$ cat src/rtl/dpsk_pkg.sv
package dpsk_pkg;

  localparam int PHASE_W = 8;
  localparam int INDEX_W = 3;

  typedef enum logic {
    DEC_FOUR  = 1'b0,
    DEC_EIGHT = 1'b1
  } dec_mode_e;

  typedef logic [PHASE_W-1:0] phase_t;
  typedef logic [INDEX_W-1:0] index_t;

endpackage

$ cat src/rtl/dpsk_delay_line.sv
module dpsk_delay_line #(
  parameter int DEPTH = 64,
  parameter int W     = 8
) (
  input  logic                       clk,
  input  logic                       rst_n,
  input  logic                       wr_en,
  input  logic [W-1:0]               din,
  input  logic [$clog2(DEPTH)-1:0]   dly,
  output logic [W-1:0]               dout,
  output logic                       filled
);
  localparam int AW = $clog2(DEPTH);
  localparam int CW = AW + 1;
  localparam logic [CW-1:0] FULL = CW'(DEPTH);

  logic [W-1:0]  mem [DEPTH];
  logic [AW-1:0] wr_ptr;
  logic [CW-1:0] fill_cnt;
  logic [CW-1:0] dly_eff;
  logic [AW-1:0] rd_ptr;

  // delay code 0 wraps to a full turn of the pointer, i.e. DEPTH samples
  assign dly_eff = (dly == '0) ? FULL : {1'b0, dly};
  assign rd_ptr  = wr_ptr - dly;
  assign dout    = mem[rd_ptr];
  assign filled  = (fill_cnt >= dly_eff);

  always_ff @(posedge clk) begin
    if (wr_en) mem[wr_ptr] <= din;
  end

  always_ff @(posedge clk or negedge rst_n) begin
    if (!rst_n) begin
      wr_ptr   <= '0;
      fill_cnt <= '0;
    end else if (wr_en) begin
      wr_ptr <= wr_ptr + 1'b1;
      if (fill_cnt != FULL) fill_cnt <= fill_cnt + 1'b1;
    end
  end

  // each stored sample moves the write pointer by exactly one slot
  p_ptr_step_r2: assert property (@(posedge clk) disable iff (!rst_n)
    wr_en |=> (wr_ptr == $past(wr_ptr) + 1'b1));

  // without a store the pointer and fill level stay put
  p_ptr_hold_r7: assert property (@(posedge clk) disable iff (!rst_n)
    !wr_en |=> ($stable(wr_ptr) && $stable(fill_cnt)));

endmodule

$ cat src/rtl/dpsk_decide.sv
module dpsk_decide
  import dpsk_pkg::*;
(
  input  phase_t    cur,
  input  phase_t    past,
  input  dec_mode_e mode,
  output index_t    index
);
  localparam int FOUR_SH  = PHASE_W - 2;
  localparam int EIGHT_SH = PHASE_W - 3;

  phase_t delta;
  phase_t rnd_four;
  phase_t rnd_eight;

  assign delta     = cur - past;
  assign rnd_four  = delta + phase_t'(1 << (FOUR_SH - 1));
  assign rnd_eight = delta + phase_t'(1 << (EIGHT_SH - 1));

  always_comb begin
    if (mode == DEC_EIGHT) index = rnd_eight[PHASE_W-1 -: 3];
    else                   index = {1'b0, rnd_four[PHASE_W-1 -: 2]};
  end

  // four-point decisions never set the top index bit
  always_comb begin
    if (mode == DEC_FOUR) a_four_top_r3: assert (index[2] == 1'b0);
  end

endmodule

$ cat src/rtl/dpsk_out_stage.sv
module dpsk_out_stage
  import dpsk_pkg::*;
(
  input  logic   clk,
  input  logic   rst_n,
  input  logic   load,
  input  index_t din,
  input  logic   out_ready,
  output logic   out_valid,
  output index_t out_index
);

  always_ff @(posedge clk or negedge rst_n) begin
    if (!rst_n) begin
      out_valid <= 1'b0;
      out_index <= '0;
    end else if (load) begin
      out_valid <= 1'b1;
      out_index <= din;
    end else if (out_ready) begin
      out_valid <= 1'b0;
    end
  end

  // a stalled result is held unchanged
  p_hold_stall_r6: assert property (@(posedge clk) disable iff (!rst_n)
    (out_valid && !out_ready) |=> (out_valid && $stable(out_index)));

  // a load shows up after the very next edge
  p_load_visible_r6: assert property (@(posedge clk) disable iff (!rst_n)
    load |=> out_valid);

endmodule

$ cat src/rtl/dpsk_phase_slicer.sv
module dpsk_phase_slicer
  import dpsk_pkg::*;
#(
  parameter int DEPTH = 64
) (
  input  logic       clk,
  input  logic       rst_n,
  input  logic       mode_8psk,
  input  logic [5:0] sym_delay,
  input  logic       in_valid,
  output logic       in_ready,
  input  logic [7:0] in_phase,
  output logic       out_valid,
  input  logic       out_ready,
  output logic [2:0] out_index
);
  localparam int AW = $clog2(DEPTH);

  logic   accept;
  logic   filled;
  phase_t past_phase;
  index_t dec_index;

  assign in_ready = !out_valid || out_ready;
  assign accept   = in_valid && in_ready;

  dpsk_delay_line #(.DEPTH(DEPTH), .W(PHASE_W)) u_line (
    .clk    (clk),
    .rst_n  (rst_n),
    .wr_en  (accept),
    .din    (in_phase),
    .dly    (AW'(sym_delay)),
    .dout   (past_phase),
    .filled (filled)
  );

  dpsk_decide u_decide (
    .cur   (in_phase),
    .past  (past_phase),
    .mode  (dec_mode_e'(mode_8psk)),
    .index (dec_index)
  );

  dpsk_out_stage u_out (
    .clk       (clk),
    .rst_n     (rst_n),
    .load      (accept && filled),
    .din       (dec_index),
    .out_ready (out_ready),
    .out_valid (out_valid),
    .out_index (out_index)
  );

  // a sample accepted before the line is filled yields nothing new
  p_no_early_r5: assert property (@(posedge clk) disable iff (!rst_n)
    (accept && !filled && (!out_valid || out_ready)) |=> !out_valid);

  // an idle output always admits input
  p_ready_rule_r7: assert property (@(posedge clk) disable iff (!rst_n)
    !out_valid |-> in_ready);

endmodule

$ cat config.mk
export PLATFORM = sky130hd
export DESIGN_NAME = dpsk_phase_slicer
export DESIGN_NICKNAME = d
export VERILOG_FILES = /design/src/rtl/dpsk_pkg.sv /design/src/rtl/dpsk_delay_line.sv /design/src/rtl/dpsk_decide.sv /design/src/rtl/dpsk_out_stage.sv /design/src/rtl/dpsk_phase_slicer.sv
export SDC_FILE = /design/constraint.sdc
export NUM_CORES = 1
export LEC_CHECK = 0
export CORE_ASPECT_RATIO = 0.5
export CORE_MARGIN = 5
export CORE_UTILIZATION = 30
export CTS_BUF_LIST = sky130_fd_sc_hd__clkbuf_8
export DETAILED_ROUTE_END_ITERATION = 8
export DONT_BUFFER_PORTS = 1
export PLACE_DENSITY_LB_ADDON = 0.25
export SETUP_SLACK_MARGIN = 0.05
export SYNTH_ARGS = -nofsm -noshare
export SYNTH_HDL_FRONTEND = slang
export SYNTH_SLANG_ARGS = --single-unit
export TNS_END_PERCENT = 30
$ cat constraint.sdc
create_clock -name clk -period 14.12 [get_ports clk]
set_input_delay 4.236 -clock clk [delete_from_list [all_inputs] [get_ports clk]]
set_output_delay 4.236 -clock clk [all_outputs]
set_load 0.02 [all_outputs]
* Word level (Yosys, flattened, before mapping)
Memories as Yosys holds them, arrays and structs flattened.
Cells that the tools add are included.
** Storage, ports and cells
- Logic and storage cells :: 26
- Output and inout port bits :: 5
- Flip-flop bits (word level) :: 17
- Bits in read-only memories :: 0
- Latch bits :: 0
- Memories kept :: 1
- Bits in writable memories :: 512
** Memories
- u_line.mem :: depth 64, width 8, read ports 1, clocked after memory_dff 0, write ports 1, RTL line dpsk_delay_line.sv:17 : logic [W-1:0] mem [DEPTH];
** Operators by class
- Reductions and logical operators :: 7
- Shift-type cells :: 0
- Divide/modulo/power cells :: 0
- Mux-type cells :: 6
- Bitwise gates (word level) :: 0
- $mul :: 0
- Add/subtract/negate cells :: 6
- Order comparisons :: 1
- Eq/ne operators :: 1
** Operators by type and width (count)
- $add 8x5->8 const B :: 1
- $add 8x6->8 const B :: 1
- $sub 8x8->8 :: 1
- $add 7x1->7 const B :: 1
- $ge 7x7->1 :: 1
- $mux 7 :: 1
- $ne 7x7->1 const B :: 1
- $add 6x1->6 const B :: 1
- $logic_not 6->1 :: 1
- $sub 6x6->6 :: 1
- $mux 1 :: 4
- $mux 3 :: 1
- $logic_and 1x1->1 :: 2
- $reduce_and 2->1 :: 1
- $reduce_bool 2->1 :: 1
- $logic_not 1->1 :: 1
- $logic_or 1x1->1 :: 1

* Logic depth before layout (Yosys ltp)
Gate-level depths: netlist of the first run.
- Depth after elaboration :: 5
- Mapped depth :: 22
- Mapped depth without buffers :: 19

* Cells and area by module
From an unflattened synthesis of the first run, not the netlist that was laid out.
** Second synthesis, totals
- Cell total of the unflattened synthesis :: 987
- Area, all modules :: 21312.9 µm²
** Modules (own cells, without submodules)
- dpsk_delay_line :: cells an instance 932, instances 1, area an instance 20778.7 µm²
- dpsk_decide :: cells an instance 43, instances 1, area an instance 361.6 µm²
- dpsk_out_stage :: cells an instance 9, instances 1, area an instance 146.4 µm²
- dpsk_phase_slicer :: cells an instance 3, instances 1, area an instance 26.3 µm²

* Worst setup path after synthesis of the first run
Ideal clock, no wire load.
- Kind :: in2reg
- From :: input port sym_delay[0]
- To :: register u_out.out_index[2]
- Buffers on the path :: 4
- Setup time :: 121 ps
- Cell stages on the path :: 21
- Slack :: 4774 ps
- Arrival :: 9225 ps
- Path through :: ha_1 > fa_1 > clkbuf_1 > buf_1 > clkbuf_1 > clkbuf_1 > mux4_2 > mux4_2 > mux2i_1 > nor2_1 > a21oi_1 > ha_1 > a21o_1 > a21oi_1 > o21ai_0 > xnor2_1 > ha_1 > nand2b_1 > mux2i_1 > xnor3_1 > a22o_1
** On the way
- Word-level cells in the longest chain between the ends :: 5
- Elaborated cells on any way between the ends :: 9
- Classes of those cells :: add/sub (3); order compare (1); mux (2); reduce/logical (2); memory (1)
** Ends and longest elaborated chain
- start, declared :: RTL line dpsk_phase_slicer.sv:9 : input logic [5:0] sym_delay,
- $sub 6x6->6 :: RTL line dpsk_delay_line.sv:25 : assign rd_ptr = wr_ptr - dly;
- $mem_v2 64x8
- $sub 8x8->8 :: RTL line dpsk_decide.sv:16 : assign delta = cur - past;
- $add 8x5->8 :: RTL line dpsk_decide.sv:18 : assign rnd_eight = delta + phase_t'(1 << (EIGHT_SH - 1));
- $mux 3 :: RTL line dpsk_decide.sv:21 : if (mode == DEC_EIGHT) index = rnd_eight[PHASE_W-1 -: 3];
- end signal, assigned :: RTL line dpsk_out_stage.sv:19 : out_index <= din;
- end, declared :: RTL line dpsk_out_stage.sv:10 : output index_t out_index
Several ways; a longest one is shown, not always the timed one.
A chain may end at the register's enable or synchronous reset.

* Worst setup path after layout of the first run
Ends and elaborated chain as after synthesis.

==> results of run 1 <==
[cells in the mapped netlist (8+ instances only)]
master / number / area, sq um
edfxtp_1: 512 / 15400
nor2_1: 82 / 308
xnor2_1: 15 / 131
dfrtp_1: 17 / 425
mux2i_1: 15 / 150
nand3_1: 11 / 55.1
buf_1: 13 / 48.8
xor2_1: 8 / 70.1
ha_1: 23 / 288
a21oi_1: 11 / 55.1
mux4_2: 156 / 3510
clkbuf_1: 23 / 86.3
nand2_1: 15 / 56.3
buf_2: 9 / 45.0
inv_1: 15 / 56.3
[how the worst max path moves through the flow]
stage,start,to,depth (start not counted)
after floorplan,sym_delay[0],u_out.out_index[2],21
after global placement,sym_delay[0],u_out.out_index[2],17
after detailed placement,sym_delay[0],u_out.out_index[2],17
after CTS,sym_delay[0],u_out.out_index[2],17
after global routing,sym_delay[0],u_out.out_index[2],14
final,sym_delay[0],u_out.out_index[2],18
[critical path: stages]
cell	delay [ns]
ha_4	0.14
fa_4	0.77
buf_12	0.61
mux4_2	0.45
mux4_2	0.50
mux2i_1	0.28
nor2_1	0.08
a21oi_1	0.13
ha_1	0.20
nor3_1	0.07
a221o_1	0.42
o21ai_0	0.24
xnor2_1	0.19
ha_1	0.25
nand2b_1	0.07
mux2i_1	0.16
xnor3_1	0.23
a22o_1	0.20
[where the power goes]
part,total [mW],leakage [nW],switching [mW],internal [mW]
Combinational,2.41,1.82,1.27,1.14
Clock,1.16,0.835,0.581,0.579
Sequential,1.86,4.81,0.0624,1.79
[cells by family after synthesis]
group / share of synthesized area
simple gates: 0.0303
flops: 0.744
xor+xnor: 0.0113
buf+inv: 0.0120
mux: 0.176
compound gates: 0.0114
fa+ha+maj: 0.0145
[metal layers]
layer  track usage  up-vias
met1         0.179     5376
met2         0.205      313
met4        0.0346        0
met3        0.0339       74
li1              -     4216
met5             0        -
[final cells by class]
| class | count | area (sq um) |
|---|---|---|
| Clock inverter | 56 | 259 |
| Multi-Input combinational cell | 403 | 5220 |
| Inverter | 15 | 56.3 |
| Tap cell | 945 | 1180 |
| Sequential cell | 529 | 15800 |
| Timing Repair Buffer | 8 | 85.1 |
| Fill cell | 6463 | 45700 |
| Antenna cell | 1 | 2.50 |
| Clock buffer | 86 | 1180 |
[sequential cells by signal (all words and copies together), names as in the netlist]
name / cells
u_line.fill_cnt: 7
u_line.mem: 512
u_line.wr_ptr: 6
u_out.out_index: 3
u_out.out_valid: 1
==> run_results.csv, run 1 <==
group,metric,value,unit
flow_run,cap_violations,0,
placement,dp_hpwl,28100,um
detailed_routing,highest_layer,"met4",
sta,tightest_slew,1.09,ns
layout,drive_gt1_frac,0.254,
logic_synthesis,yosysWarnings,0,
logic_synthesis,async_reset_ff_frac,0.0321,
layout,layout_common_cells,"edfxtp_1 (512), mux4_2 (156), clkbuf_8 (86)",
setup_path,end_kind,"flip-flop",
layout,areaGrowthSynthToFinish,12.0,%
pwr,p_leak,7.47,nW
detailed_routing,drtIter0Drc,805,
detailed_routing,first_pass_iters,5,
global_routing,grt_antenna_before_repair,2,
sta,drv_slew,0,
setup_path,crit_required,14.66,ns
global_routing,overflow,0,
die,die_area,76500,sq um
sta,setup_tns,0,ns
sta,layout_min_cycle_time,8.81,ns
layout,final_cell_area,23800,sq um
setup_path,crit-reg2reg-launch,"u_line.wr_ptr[0]",
worst_hold_path,hold_end,"u_line.fill_cnt[6]",
detailed_routing,route.met3.wl,3130,um
pwr,ir_drop,0.000172,V
placement,placed_cells,1900,
setup_path,setup.worst_path.start_class,"primary input",
placement,port_buffers,0,
layout,finalNetCount,1081,
logic_synthesis,netlist_area,21200,sq um
detailed_routing,wl_met1,21600,um
detailed_routing,antenna_left,0,
layout,layoutNonFillerInstCount,2043,
worst_hold_path,hold_path_depth,1,
placement,place.gp.congestion,0.746,
setup_path,crit_arrival,9.35,ns
setup_path,rr_worst_depth,19,
logic_synthesis,synth_nets,1037,
pwr,p_total,5.43,mW
outcome,outcome,"complete, no violations",
sta,finalCritPeriodShare,0.624,
logic_synthesis,syn_avg_cell_area,21.4,sq um
global_routing,grt_max_degree,129,
clock_tree,cts_resized,0,
clock_tree,cts_root_buf,"clkbuf_8",
clock_tree,hold_buffers,0,
logic_synthesis,ys_types,46,
setup_path,r2r_end,"u_out.out_index[2]",
logic_synthesis,synthFlopType,"edfxtp_1",
logic_synthesis,synth-seq-cells,529,
die,rows,68,
clock_tree,clk_pin_slew_worst_paths,0.06,ns
sta,rsz0062_at_grt,"no",
clock_tree,insertion_delay,0.66,ns
global_routing,track_usage,0.129,
sta,layout_setup_ws,5.31,ns
worst_hold_path,min_from,"u_line.fill_cnt[6]",
detailed_routing,detail_route.drc_violations,0,
sta,max_freq,0.114,GHz
layout,postLayoutCoreUtil,0.342,
clock_tree,clockBufferDepth,3,
sta,hold_slack,0.547,ns
sta,finalSetupViolCount,0,
clock_tree,postCtsSetupRepairBufs,0,
detailed_routing,totalWireLength,49000,um
placement,placed_area,22300,sq um
clock_tree,cts-buffers-inserted,81,
logic_synthesis,synth_edf_count,512,
die,ios,24,
global_routing,grt_pass1_wl,71800,um
sta,fin_skew,0.0290,ns
detailed_routing,vias_per_cell,4.88,
clock_tree,cts_tree,"yes",
detailed_routing,vias,9979,
placement,pre_cts_ws,4.63,ns
global_routing,grt_pass1_vias,10365,
setup_path,crit_type,"in2reg",
clock_tree,cts.sinks,529,
setup_path,cp_max_fo,128,
die,start_util,0.305,
logic_synthesis,synthCells,994,
die,die_width,386,um
pwr,power.density,228,nW/um^2
die,core,69500,sq um
sta,max-slew-margin-rel,0.269,
logic_synthesis,yosysSeqAreaShare,0.744,
worst_hold_path,hold_path_class,"reg2reg",
sta,hold_viol,0,
setup_path,r2r_slack,8.27,ns
die,die_h,198,um
detailed_routing,wl_per_cell,24.0,um
layout,final_common_cell,"edfxtp_1",
detailed_routing,wl_met2,23200,um
clock_tree,h-tree-depth,3,
Power figures use the tool's default switching activity.
==> inputs of run 2 (changes only) <==
==> constraint.sdc (replaced) <==
create_clock -name clk -period 8.2 [get_ports clk]
set_input_delay 2.46 -clock clk [delete_from_list [all_inputs] [get_ports clk]]
set_output_delay 2.46 -clock clk [all_outputs]
set_load 0.02 [all_outputs]
==> run 2 against run 1 <==
Register-to-register slack got worse by 5.7 ns. Utilization up 0.12 points. Non-clock buffer count increased by 6. Setup slack got worse by 3.9 ns. Largest cell class unchanged. Critical endpoint unchanged. Final area is 0.34% higher. Flip-flop and latch count is the same. Wire length up 1.5%.
==> run_results.csv, run 2 (synthesis gave the netlist of run 1 again) <==
group,metric,value,unit
outcome,outcome,"complete, no violations",
die,start_util,0.305,
layout,reg_top3,"u_line.mem (512), u_line.fill_cnt (7), u_line.wr_ptr (6)",
layout,layout_common_cells,"edfxtp_1 (512), mux4_2 (156), clkbuf_8 (90)",
placement,pre_cts_ws,0.700,ns
die,die_area,76500,sq um
layout,finalNetCount,1089,
detailed_routing,vias_per_cell,4.84,
pwr,p_leak,7.55,nW
clock_tree,cts_resized,0,
sta,finalSetupViolCount,0,
clock_tree,clockBufferDepth,3,
clock_tree,cts_root_buf,"clkbuf_8",
pwr,power.density,395,nW/um^2
placement,port_buffers,0,
detailed_routing,drtIter0Drc,844,
global_routing,track_usage,0.131,
sta,layout_min_cycle_time,6.83,ns
sta,layout_setup_ws,1.37,ns
setup_path,cp_max_fo,57,
detailed_routing,totalWireLength,49700,um
clock_tree,postCtsSetupRepairBufs,0,
setup_path,crit_required,8.73,ns
clock_tree,cts_tree,"yes",
die,die_h,198,um
die,rows,68,
global_routing,grt_max_degree,67,
die,ios,24,
clock_tree,clk_pin_slew_worst_paths,0.06,ns
clock_tree,hold_buffers,0,
sta,max_freq,0.146,GHz
detailed_routing,first_pass_iters,5,
sta,rsz0062_at_grt,"no",
layout,drive_gt1_frac,0.254,
layout,fillers,6477,
sta,finalCritPeriodShare,0.833,
setup_path,setup.worst_path.start_class,"primary input",
detailed_routing,antenna_left,0,
placement,place.gp.congestion,0.783,
worst_hold_path,hold_path_class,"reg2reg",
layout,areaGrowthSynthToFinish,12.4,%
global_routing,grt_antenna_before_repair,1,
flow_run,cap_violations,0,
sta,hold_slack,0.535,ns
setup_path,end_kind,"flip-flop",
global_routing,overflow,0,
setup_path,cp-startpoint,"sym_delay[0]",
clock_tree,cts-buffers-inserted,83,
layout,top_register,"u_line.mem",
setup_path,r2r_slack,2.55,ns
clock_tree,cts.sinks,529,
sta,hold_viol,0,
setup_path,crit-reg2reg-launch,"u_line.wr_ptr[0]",
detailed_routing,wl_per_cell,24.3,um
sta,fin_skew,0.0274,ns
global_routing,grt_pass1_vias,10640,
sta,drv_slew,0,
pwr,ir_drop,0.000299,V
global_routing,grt_pass1_wl,72400,um
clock_tree,h-tree-depth,3,
setup_path,crit_type,"in2reg",
layout,final_common_cell,"edfxtp_1",
sta,setup_tns,0,ns
detailed_routing,detail_route.drc_violations,0,
die,core,69500,sq um
sta,tightest_slew,1.05,ns
clock_tree,insertion_delay,0.65,ns
worst_hold_path,min_from,"u_line.fill_cnt[0]",
detailed_routing,vias,9894,
layout,largest_register_ff_count,512,
sta,max-slew-margin-rel,0.297,
placement,dp_hpwl,29100,um
setup_path,crit_arrival,7.36,ns
die,die_width,386,um
-- run 2: worst paths after layout --
path / end / cells after the start
min in group asynchronous: u_out.out_index[0] / 0
max reg2reg: u_out.out_index[2] / 18
min reg2reg: u_line.fill_cnt[0] / 1
max in group asynchronous: u_line.fill_cnt[0] / 0
min: u_line.fill_cnt[0] / 1
max: u_out.out_index[2] / 17
-- run 2: report_power, final --
group | internal (mW) | switching [mW]
Sequential | 3.09 | 0.104
Combinational | 2.03 | 2.23
Clock | 0.996 | 0.983
Total | 6.11 | 3.32
-- run 2: layer usage --
metal  track usage  wire length, um  vias up
li1              -                -     4229
met2         0.211            23700      261
met5             0                0        -
met3        0.0324             2490       85
met4        0.0352             1050        0
met1         0.179            22500     5319
-- run 2: final cells by class --
cell class,instances,area [sq um],share of cell area
antenna,1,2.50,0.000105
tap,945,1180,0.0495
clock inverter,49,190,0.00797
timing repair buffer,14,180,0.00755
sequential,529,15800,0.662
multi-input combinational,403,5220,0.219
clock buffer,90,1240,0.0519
inverter,15,56.3,0.00236
-- run 2: critical path: stages --
cell	delay, ns
ha_4	0.14
fa_4	0.95
buf_12	0.34
mux4_2	0.37
mux4_2	0.49
mux2_2	0.27
a21oi_1	0.15
ha_1	0.29
a21o_1	0.21
a21oi_1	0.29
o21ai_0	0.18
xnor2_1	0.24
ha_1	0.25
nand2b_1	0.07
mux2i_1	0.15
xnor3_1	0.23
a22o_1	0.21
-- run 2: through the flow --
step,area [sq um],power [mW],instances,util
2_1_floorplan,21200,6.26,994,-
3_3_place_gp,22400,7.53,1906,0.323
3_5_place_dp,22400,7.57,1906,0.323
4_1_cts,23900,9.58,2045,0.343
5_1_grt,23900,9.95,2045,0.343
6_report,23900,9.44,2046,0.343
==> inputs of run 3 (changes only) <==
==> constraint.sdc (replaced) <==
create_clock -name clk -period 6.9 [get_ports clk]
set_input_delay 2.07 -clock clk [delete_from_list [all_inputs] [get_ports clk]]
set_output_delay 2.07 -clock clk [all_outputs]
set_load 0.02 [all_outputs]
==> run 3 against run 2 <==
Final area increased by 0.65%. Flip-flop and latch count did not move. Register-to-register slack worse by 1.0 ns. Cell count grew 1.1%. Clock skew shrank 0.0086 ns. Non-clock buffer count up 19. Via count increased by 1.8%. Wire length rose by 1.1%. Critical path type unchanged. Critical endpoint unchanged.
==> run_results.csv, run 3 (synthesis gave the netlist of run 1 again) <==
group,metric,value,unit
outcome,outcome,"complete, no violations",
setup_path,crit-reg2reg-launch,"u_line.wr_ptr[0]",
setup_path,r2r_end,"u_out.out_index[2]",
global_routing,grt_antenna_before_repair,1,
clock_tree,cts-buffers-inserted,81,
global_routing,grt_max_degree,67,
sta,tightest_slew,1.12,ns
sta,hold_slack,0.534,ns
clock_tree,hold_buffers,0,
pwr,p_total,11.6,mW
sta,layout_min_cycle_time,6.18,ns
global_routing,met2_usage,0.214,
die,die_area,76500,sq um
sta,max-slew-margin-rel,0.248,
setup_path,max_stage_delay,0.85,ns
setup_path,crit_required,7.44,ns
sta,finalSetupViolCount,0,
setup_path,end_kind,"flip-flop",
flow_run,cap_violations,0,
detailed_routing,first_pass_iters,4,
worst_hold_path,min_from,"u_line.fill_cnt[5]",
pwr,ir_drop,0.000424,V
layout,finalNetCount,1106,
worst_hold_path,hold_path_depth,1,
global_routing,track_usage,0.133,
layout,final_common_cell,"edfxtp_1",
setup_path,path_cells,"ha_4, fa_4, buf_12, mux4_2, mux4_2, mux2_2, a21oi_1, ha_1, nor3_1, a221o_1, o21ai_0, xnor2_1, ha_1, nand2b_1, mux2i_1, xnor3_1, a22o_1",
detailed_routing,vias_per_cell,4.87,
sta,max_freq,0.162,GHz
detailed_routing,vias,10073,
global_routing,overflow,0,
detailed_routing,detail_route.drc_violations,0,
worst_hold_path,hold_path_class,"reg2reg",
die,start_util,0.305,
sta,drv_slew,0,
sta,layout_setup_ws,0.720,ns
setup_path,slowest_stage,"fa_4",
detailed_routing,antenna_left,0,
placement,dp_hpwl,30500,um
global_routing,use_met1,0.180,
pwr,p_leak,7.61,nW
setup_path,cp_max_fo,31,
layout,areaGrowthSynthToFinish,13.2,%
sta,finalCritPeriodShare,0.896,
die,die_width,386,um
clock_tree,h-tree-depth,3,
setup_path,crit_type,"in2reg",
layout,final_cell_area,24000,sq um
placement,pre_cts_ws,0.0596,ns
clock_tree,clockBufferDepth,3,
die,rows,68,
setup_path,cpLargestDelayFamily,"adder cells",
layout,top_register,"u_line.mem",
worst_hold_path,hold_end,"u_line.fill_cnt[5]",
global_routing,busiest_layer,"met2",
placement,port_buffers,0,
pwr,power.density,483,nW/um^2
detailed_routing,wl_per_cell,24.3,um
placement,place.gp.congestion,0.793,
layout,layout_common_cells,"edfxtp_1 (512), mux4_2 (156), clkbuf_8 (83)",
setup_path,crit_arrival,6.72,ns
placement,placed_area,22600,sq um
layout,fillers,6418,
clock_tree,cts_root_buf,"clkbuf_8",
setup_path,r2r_slack,1.52,ns
clock_tree,cts_tree,"yes",
global_routing,grt_pass1_wl,73800,um
layout,drive_gt1_frac,0.270,
detailed_routing,totalWireLength,50200,um
die,core,69500,sq um
layout,largest_register_ff_count,512,
clock_tree,cts_resized,0,
sta,hold_viol,0,
die,ios,24,
setup_path,rr_worst_depth,18,
clock_tree,cts.sinks,529,
layout,reg_top3,"u_line.mem (512), u_line.fill_cnt (7), u_line.wr_ptr (6)",
sta,fin_skew,0.0188,ns
die,die_h,198,um
sta,rsz0062_at_grt,"no",
setup_path,cp_num_buf_inv,1,
global_routing,grt_pass1_vias,10645,
sta,setup_tns,0,ns
detailed_routing,drtIter0Drc,922,
clock_tree,postCtsSetupRepairBufs,0,
setup_path,setup.worst_path.start_class,"primary input",
clock_tree,clk_pin_slew_worst_paths,0.06,ns
global_routing,grt_use_met3,0.0363,
clock_tree,insertion_delay,0.65,ns
## run 3: cell count changes in the layout (fill, tap and decap cells not counted)
cell	before	now
buf_4	8	24
clkbuf_8	90	83
clkinv_2	1	8
inv_1	50	44
clkinv_1	12	17
buf_12	6	9
clkinvlp_4	0	3
inv_6	1	3
## run 3: per-stage QoR
step / utilization / std cells
floorplan: - / 994
CTS: 0.346 / 2068
finish: 0.346 / 2069
global placement: 0.325 / 1925
global route: 0.346 / 2068
detailed placement: 0.325 / 1925
## run 3: power by group
part / internal [mW] / total [mW] / leakage [nW] / switching (mW)
Sequential: 3.67 / 3.80 / 4.81 / 0.126
Combinational: 2.62 / 5.50 / 1.98 / 2.88
Clock: 1.12 / 2.31 / 0.823 / 1.19
## run 3: worst max-delay path by stage
stage | from | to | slack, ns | depth (start not counted)
global route | sym_delay[0] | u_out.out_index[1] | 0.61 | 17
finish | sym_delay[0] | u_out.out_index[2] | 0.72 | 17
detailed placement | sym_delay[0] | u_out.out_index[2] | 0.06 | 17
floorplan | sym_delay[0] | u_out.out_index[2] | 0.06 | 18
CTS | sym_delay[0] | u_out.out_index[2] | 0.76 | 17
global placement | sym_delay[0] | u_out.out_index[2] | 0.14 | 18
## run 3: area by class of cell
| cell class | count | area, sq um | share of cell area |
|---|---|---|---|
| clock inverter | 60 | 262 | 0.0109 |
| sequential | 529 | 15800 | 0.658 |
| multi-input combinational | 403 | 5220 | 0.217 |
| tap | 945 | 1180 | 0.0492 |
| antenna | 1 | 2.50 | 0.000104 |
| timing repair buffer | 33 | 360 | 0.0150 |
| clock buffer | 83 | 1140 | 0.0475 |
| inverter | 15 | 56.3 | 0.00234 |
## run 3: routing by layer
layer,vias to the layer above,share of wire
li1,4256,-
met1,5436,0.44
met2,308,0.48
met3,73,0.061
met4,0,0.018
met5,-,0
## run 3: worst reg2reg max path, cell delays in order, from the launching register on
cell	delay, ns
dfrtp_1	0.44
inv_1	0.14
ha_4	0.19
fa_4	0.85
buf_12	0.26
mux4_2	0.37
mux4_2	0.48
mux2_2	0.30
a21oi_1	0.16
ha_1	0.21
nor3_1	0.07
a221o_1	0.43
o21ai_0	0.25
xnor2_1	0.19
ha_1	0.26
nand2b_1	0.07
mux2i_1	0.17
xnor3_1	0.23
a22o_1	0.20
